**src/rtl/flash_irq_pkg.sv**
```systemverilog
package flash_irq_pkg;
  localparam int EV_WP_FAULT = 0;
  localparam int EV_ECC_RDY  = 1;
  localparam int EV_DEC_ERR  = 2;
  localparam int EV_DEC_FAIL = 3;
  localparam int EV_CTL_RDY  = 4;
  localparam int EV_NAND_RDY = 5;
  localparam int NUM_EVENTS  = 6;

  localparam int LV_NAND_RDY = 0;
  localparam int LV_CTL_RDY  = 1;
  localparam int LV_ECC_RDY  = 2;
  localparam int LV_ERR_DET  = 3;
  localparam int LV_CNT_LSB  = 4;
endpackage

```
**src/rtl/flash_irq_sticky.sv**
```systemverilog
module flash_irq_sticky #(
  parameter int N = 6
) (
  input  logic         clk,
  input  logic         rst,
  input  logic [N-1:0] evt,
  input  logic         rd,
  output logic [N-1:0] sticky_q,
  output logic [N-1:0] sticky_d,
  output logic [N-1:0] rdata_q
);
  for (genvar b = 0; b < N; b++) begin : g_bit
    // read clears only what it returns; a colliding event re-sets the bit
    assign sticky_d[b] = (sticky_q[b] & ~rd) | evt[b];

    always_ff @(posedge clk) begin
      if (rst) begin
        sticky_q[b] <= 1'b0;
        rdata_q[b]  <= 1'b0;
      end else begin
        sticky_q[b] <= sticky_d[b];
        if (rd) rdata_q[b] <= sticky_q[b];
      end
    end
  end
endmodule

```
**src/rtl/flash_irq_live.sv**
```systemverilog
module flash_irq_live #(
  parameter int CNT_W  = 2,
  parameter int CORR_W = 3,
  localparam int LIVE_W = CNT_W + 5
) (
  input  logic              clk,
  input  logic              rst,
  input  logic              dec_fail,
  input  logic [CORR_W-1:0] corr,
  input  logic              ecc_rdy,
  input  logic              ctl_rdy,
  input  logic              nand_rdy,
  output logic [LIVE_W-1:0] live_q,
  output logic              both_q
);
  import flash_irq_pkg::*;

  localparam int CNT_MAX = (1 << CNT_W) - 1;

  logic [CNT_W-1:0]  cnt_enc;
  logic [LIVE_W-1:0] live_d;
  logic [CORR_W:0]   corr_m1;

  always_comb begin
    corr_m1 = {1'b0, corr} - {{CORR_W{1'b0}}, 1'b1};
    if (corr == '0)
      cnt_enc = '0;
    else if (corr_m1 > (CORR_W+1)'(CNT_MAX))
      cnt_enc = CNT_W'(CNT_MAX);
    else
      cnt_enc = corr_m1[CNT_W-1:0];
  end

  always_comb begin
    live_d = '0;
    live_d[LV_NAND_RDY] = nand_rdy;
    live_d[LV_CTL_RDY]  = ctl_rdy;
    live_d[LV_ECC_RDY]  = ecc_rdy;
    live_d[LV_ERR_DET]  = (corr != '0);
    live_d[LV_CNT_LSB +: CNT_W] = cnt_enc;
    live_d[LIVE_W-1]    = dec_fail;
  end

  always_ff @(posedge clk) begin
    if (rst) begin
      live_q <= '0;
      both_q <= 1'b0;
    end else begin
      live_q <= live_d;
      both_q <= ctl_rdy & nand_rdy;
    end
  end
endmodule

```
**src/rtl/flash_irq_unit.sv**
```systemverilog
module flash_irq_unit #(
  parameter int N_EVT  = 6,
  parameter int CNT_W  = 2,
  parameter int CORR_W = 3,
  localparam int LIVE_W = CNT_W + 5
) (
  input  logic              clk,
  input  logic              rst,
  input  logic [N_EVT-1:0]  evt_i,
  input  logic              mask_we,
  input  logic [N_EVT-1:0]  mask_wdata,
  input  logic              stat_rd,
  output logic [N_EVT-1:0]  stat_rdata,
  output logic              irq_o,
  input  logic              lv_dec_fail,
  input  logic [CORR_W-1:0] lv_corr,
  input  logic              lv_ecc_rdy,
  input  logic              lv_ctl_rdy,
  input  logic              lv_nand_rdy,
  output logic [LIVE_W-1:0] live_o,
  output logic              both_rdy_o
);
  logic [N_EVT-1:0] sticky_q, sticky_d;
  logic [N_EVT-1:0] mask_q, mask_d;
  logic             irq_q;

  flash_irq_sticky #(.N(N_EVT)) i_sticky (
    .clk      (clk),
    .rst      (rst),
    .evt      (evt_i),
    .rd       (stat_rd),
    .sticky_q (sticky_q),
    .sticky_d (sticky_d),
    .rdata_q  (stat_rdata)
  );

  flash_irq_live #(.CNT_W(CNT_W), .CORR_W(CORR_W)) i_live (
    .clk      (clk),
    .rst      (rst),
    .dec_fail (lv_dec_fail),
    .corr     (lv_corr),
    .ecc_rdy  (lv_ecc_rdy),
    .ctl_rdy  (lv_ctl_rdy),
    .nand_rdy (lv_nand_rdy),
    .live_q   (live_o),
    .both_q   (both_rdy_o)
  );

  assign mask_d = mask_we ? mask_wdata : mask_q;

  always_ff @(posedge clk) begin
    if (rst) begin
      mask_q <= '0;
      irq_q  <= 1'b0;
    end else begin
      mask_q <= mask_d;
      irq_q  <= |(sticky_d & mask_d);
    end
  end

  assign irq_o = irq_q;
endmodule

```
**config.mk**
```make
export PLATFORM = sky130hd
export DESIGN_NAME = flash_irq_unit
export DESIGN_NICKNAME = d
export VERILOG_FILES = /design/src/rtl/flash_irq_pkg.sv /design/src/rtl/flash_irq_sticky.sv /design/src/rtl/flash_irq_live.sv /design/src/rtl/flash_irq_unit.sv
export SDC_FILE = /design/constraint.sdc
export NUM_CORES = 1
export LEC_CHECK = 0
export BUFFER_PORTS_ARGS = -buffer_cell sky130_fd_sc_hd__buf_2
export CAP_MARGIN = 0
export CORE_ASPECT_RATIO = 1.5
export CORE_MARGIN = 4
export CORE_UTILIZATION = 48
export CTS_BUF_LIST = sky130_fd_sc_hd__clkbuf_2 sky130_fd_sc_hd__clkbuf_4 sky130_fd_sc_hd__clkbuf_8
export DETAILED_ROUTE_END_ITERATION = 8
export PLACE_DENSITY = 0.83
export SLEW_MARGIN = 5
export SYNTH_ARGS = -nofsm -noshare
export SYNTH_HDL_FRONTEND = slang
export SYNTH_SLANG_ARGS = --single-unit
```
**constraint.sdc**
```tcl
create_clock -name clk -period 1.2 [get_ports clk]
set_input_delay 0.06 -clock clk [delete_from_list [all_inputs] [get_ports clk]]
set_output_delay 0.06 -clock clk [all_outputs]
set_load 0.01 [all_outputs]
```
==> impl_metrics.py <==
metrics = {
    "yosys": {
        "synth-edff-count": 0,
        "netlist_area_sq_um": 941,
        "synth_mux_area_share_pct": 12.8,
        "ys_seq_area_share_pct": 57.4,
        "synth-adder-area-share_pct": 2.66,
        "syn_nets": 114,
        "synth_compound_area_share_pct": 10.8,
        "synthTopCellsByCount": "27 x dfxtp_1, 18 x nor2_1, 12 x mux2i_1",
        "synth-simple-area-share_pct": 10.5,
        "synthCells": 89,
        "synth.area.top_cells": "dfxtp_1 57%, mux2i_1 13%, nor2_1 7.2%",
        "synth_cell_types": 16,
        "ys_async_sr_fraction_pct": 0,
        "synth_top_area_share_pct": 57.4,
        "yosysWarnings": 0,
        "avgSynthCellArea_sq_um": 10.6,
        "synth_xor_area_share_pct": 0,
        "synth_top_family_by_area": "multiplexers",
        "ys.flop_type": "dfxtp_1",
        "synth.most_common_cell": "dfxtp_1",
        "ys_ff_latch": 27,
        "yosysTopAreaCell": "dfxtp_1",
    },
    "global_route": {
        "grt_pass1_vias": 819,
        "antenna_found_initial": 0,
        "overflow": 0,
        "grt_max_degree": 25,
        "grt_use_total_pct": 15.4,
        "grt_pass1_wl_um": 3270,
    },
    "setup_path": {
        "slowest_stage": "dlygate4sd3_1",
        "r2r_slack_ps": 180,
        "arrival_ps": 1330,
        "crit_end": "irq_o",
        "r2r-end": "irq_o",
        "critPathLaunch": "mask_wdata[3]",
        "crit_chain": "dlygate4sd3_1 > buf_2 > mux2i_1 > o22ai_1 > o31a_1",
        "worstPathRequired_ps": 1420,
        "path_class": "in2reg",
        "reg2regPathDepth": 3,
        "end_kind": "flop",
        "critPathMaxStageDelay_ps": 530,
        "cp_max_fo": 2,
        "critPathLaunchType": "input pin",
        "reg2reg_from": "mask_q[3]",
    },
    "clocking": {
        "h-tree-depth": 1,
        "numCtsBuffers": 3,
        "ctsResizeCount": 0,
        "root_buffer": "clkbuf_4",
        "cts_buffer_depth": 2,
        "numClockSinks": 27,
        "clk_pin_slew_ps": 140,
        "clock_latency_ps": 310,
        "cts_tree": "done",
    },
    "floorplanning": {
        "die_w_um": 44.2,
        "core_sq_um": 1850,
        "fp-row-count": 19,
        "start_util_pct": 50.7,
        "die_area_sq_um": 2750,
        "die_y_um": 62.2,
        "ios": 38,
    },
    "timing": {
        "hold_violations": 0,
        "period_share_pct": 92.7,
        "worst_pin_slew_ps": 390,
        "period_needed_ps": 1110,
        "max_freq_mhz": 899,
        "fin_setup_tns_ps": 0,
        "max_slew_margin_pct": 74.0,
        "finalSetupViolations": 0,
        "finClkSkew_ps": 5.24,
        "rsz0062_at_grt": "no",
        "slew_viol_final": 0,
    },
    "finish": {
        "syn_to_final_growth_pct": 37.9,
        "nNetsFinal": 167,
        "utilization_pct": 70.0,
        "fillers": 140,
        "drive_above_1_share_pct": 32.6,
        "diodes": 0,
    },
    "routing": {
        "dr.pass1.iters": 4,
        "drcViolationCount": 0,
        "wire_per_inst_um": 12.3,
        "drt-initial-drc-count": 35,
        "via_count": 788,
        "vias_per_cell": 4.86,
        "ant_nets": 0,
        "drt-total-wl_um": 1990,
    },
    "outcome": {
        "outcome": "finished clean",
    },
    "placement": {
        "port_buffers": 37,
        "gp_congestion": 0.698,
        "dp_hpwl_um": 1460,
    },
    "power_and_ir_drop": {
        "power_density_nw_per_um2": 1220,
        "p_leak_nw": 0.663,
        "ir_drop_uv": 994,
    },
    "hold_path": {
        "holdCritPathClass": "in2reg",
    },
    "job": {
        "maxCapViolations": 0,
    },
}
[per-layer routing]
| metal | track usage, % | part of all wire [%] |
|---|---|---|
| met1 | 15.1 | 35 |
| met2 | 29.0 | 58 |
| met3 | 2.89 | 5.0 |
| met4 | 6.79 | 2.0 |
| met5 | 0 | 0 |
[per-stage QoR]
stage | hold slack (ps) | power (mW) | setup slack, ps | cells | cell area (sq um)
after CTS | 1.53 | 1.60 | 148 | 162 | 1300
after floorplan | 132 | 1.11 | 277 | 89 | 941
after detailed placement | 265 | 1.20 | 163 | 144 | 1130
after global routing | 40.1 | 1.64 | 42.6 | 162 | 1300
final | 24.2 | 1.58 | 87.9 | 162 | 1300
after global placement | 253 | 1.19 | 219 | 144 | 1130
[cells by family (layout without fill, tap and decap cells)]
| family | Yosys count | after routing |
|---|---|---|
| muxes | 12 | 12 |
| and+or+nand+nor | 23 | 23 |
| AOI/OAI and AO/OA | 15 | 15 |
| adders and majority gates | 2 | 2 |
| DFF | 27 | 27 |
| buffers and inverters | 10 | 62 |
[worst min-delay path by stage]
stage / slack (ps) / startpoint / to / depth (start not counted)
after floorplan: 130 / rst / i_live.live_q[0] / 1
after global placement: 250 / lv_corr[0] / i_live.live_q[4] / 2
after detailed placement: 260 / lv_corr[0] / i_live.live_q[4] / 2
after CTS: 2 / mask_wdata[5] / mask_q[5] / 3
after global routing: 40 / lv_corr[2] / i_live.live_q[4] / 3
final: 20 / mask_wdata[5] / mask_q[5] / 3
[area by class of cell]
class,instances,area (sq um),area share (%)
Sequential cell,27,541,41.7
Clock inverter,1,5.00,0.386
Tap cell,21,26.3,2.03
Inverter,6,25.0,1.93
Timing Repair Buffer,52,333,25.7
Multi-Input combinational cell,52,345,26.6
Clock buffer,3,22.5,1.74
[power breakdown]
group          leakage [nW]  total [mW]  switching, mW  internal [mW]
clock                0.0177       0.367          0.243          0.124
combinational         0.421       0.241          0.114          0.127
sequential            0.224       0.970         0.0198          0.951
[flip-flops by register name, summed over array words and instances, names as in the netlist]
signal	cells
i_live.both_q	1
i_live.live_q	7
i_sticky.rdata_q	6
i_sticky.sticky_q	6
irq_o	1
mask_q	6
[cells in the final DEF (no fill, tap or decap)]
master / n
o22ai_1: 3
mux2i_1: 12
a21o_1: 2
buf_4: 1
o31a_1: 1
dfxtp_1: 27
nor2_1: 18
clkbuf_4: 3
dlygate4sd3_1: 14
nor2b_1: 4
buf_2: 37
inv_1: 5
a21oi_1: 5
a211oi_1: 1
a21oi_2: 3
clkinv_2: 1
ha_1: 2
inv_4: 1
and2_1: 1
[worst max-delay path, delay by kind of cell]
family / cells / cell delay (ps)
muxes: 1 / 240
buffers and inverters: 2 / 660
AOI/OAI and AO/OA: 2 / 370
[what timing repair did]
| item | CTS | global route |
|---|---|---|
| hold endpoints to repair | 15 | 0 |
| hold buffers | 14 | 0 |
| buffers inserted | 0 | 0 |
No activity file was read; power rests on OpenSTA's default activity.
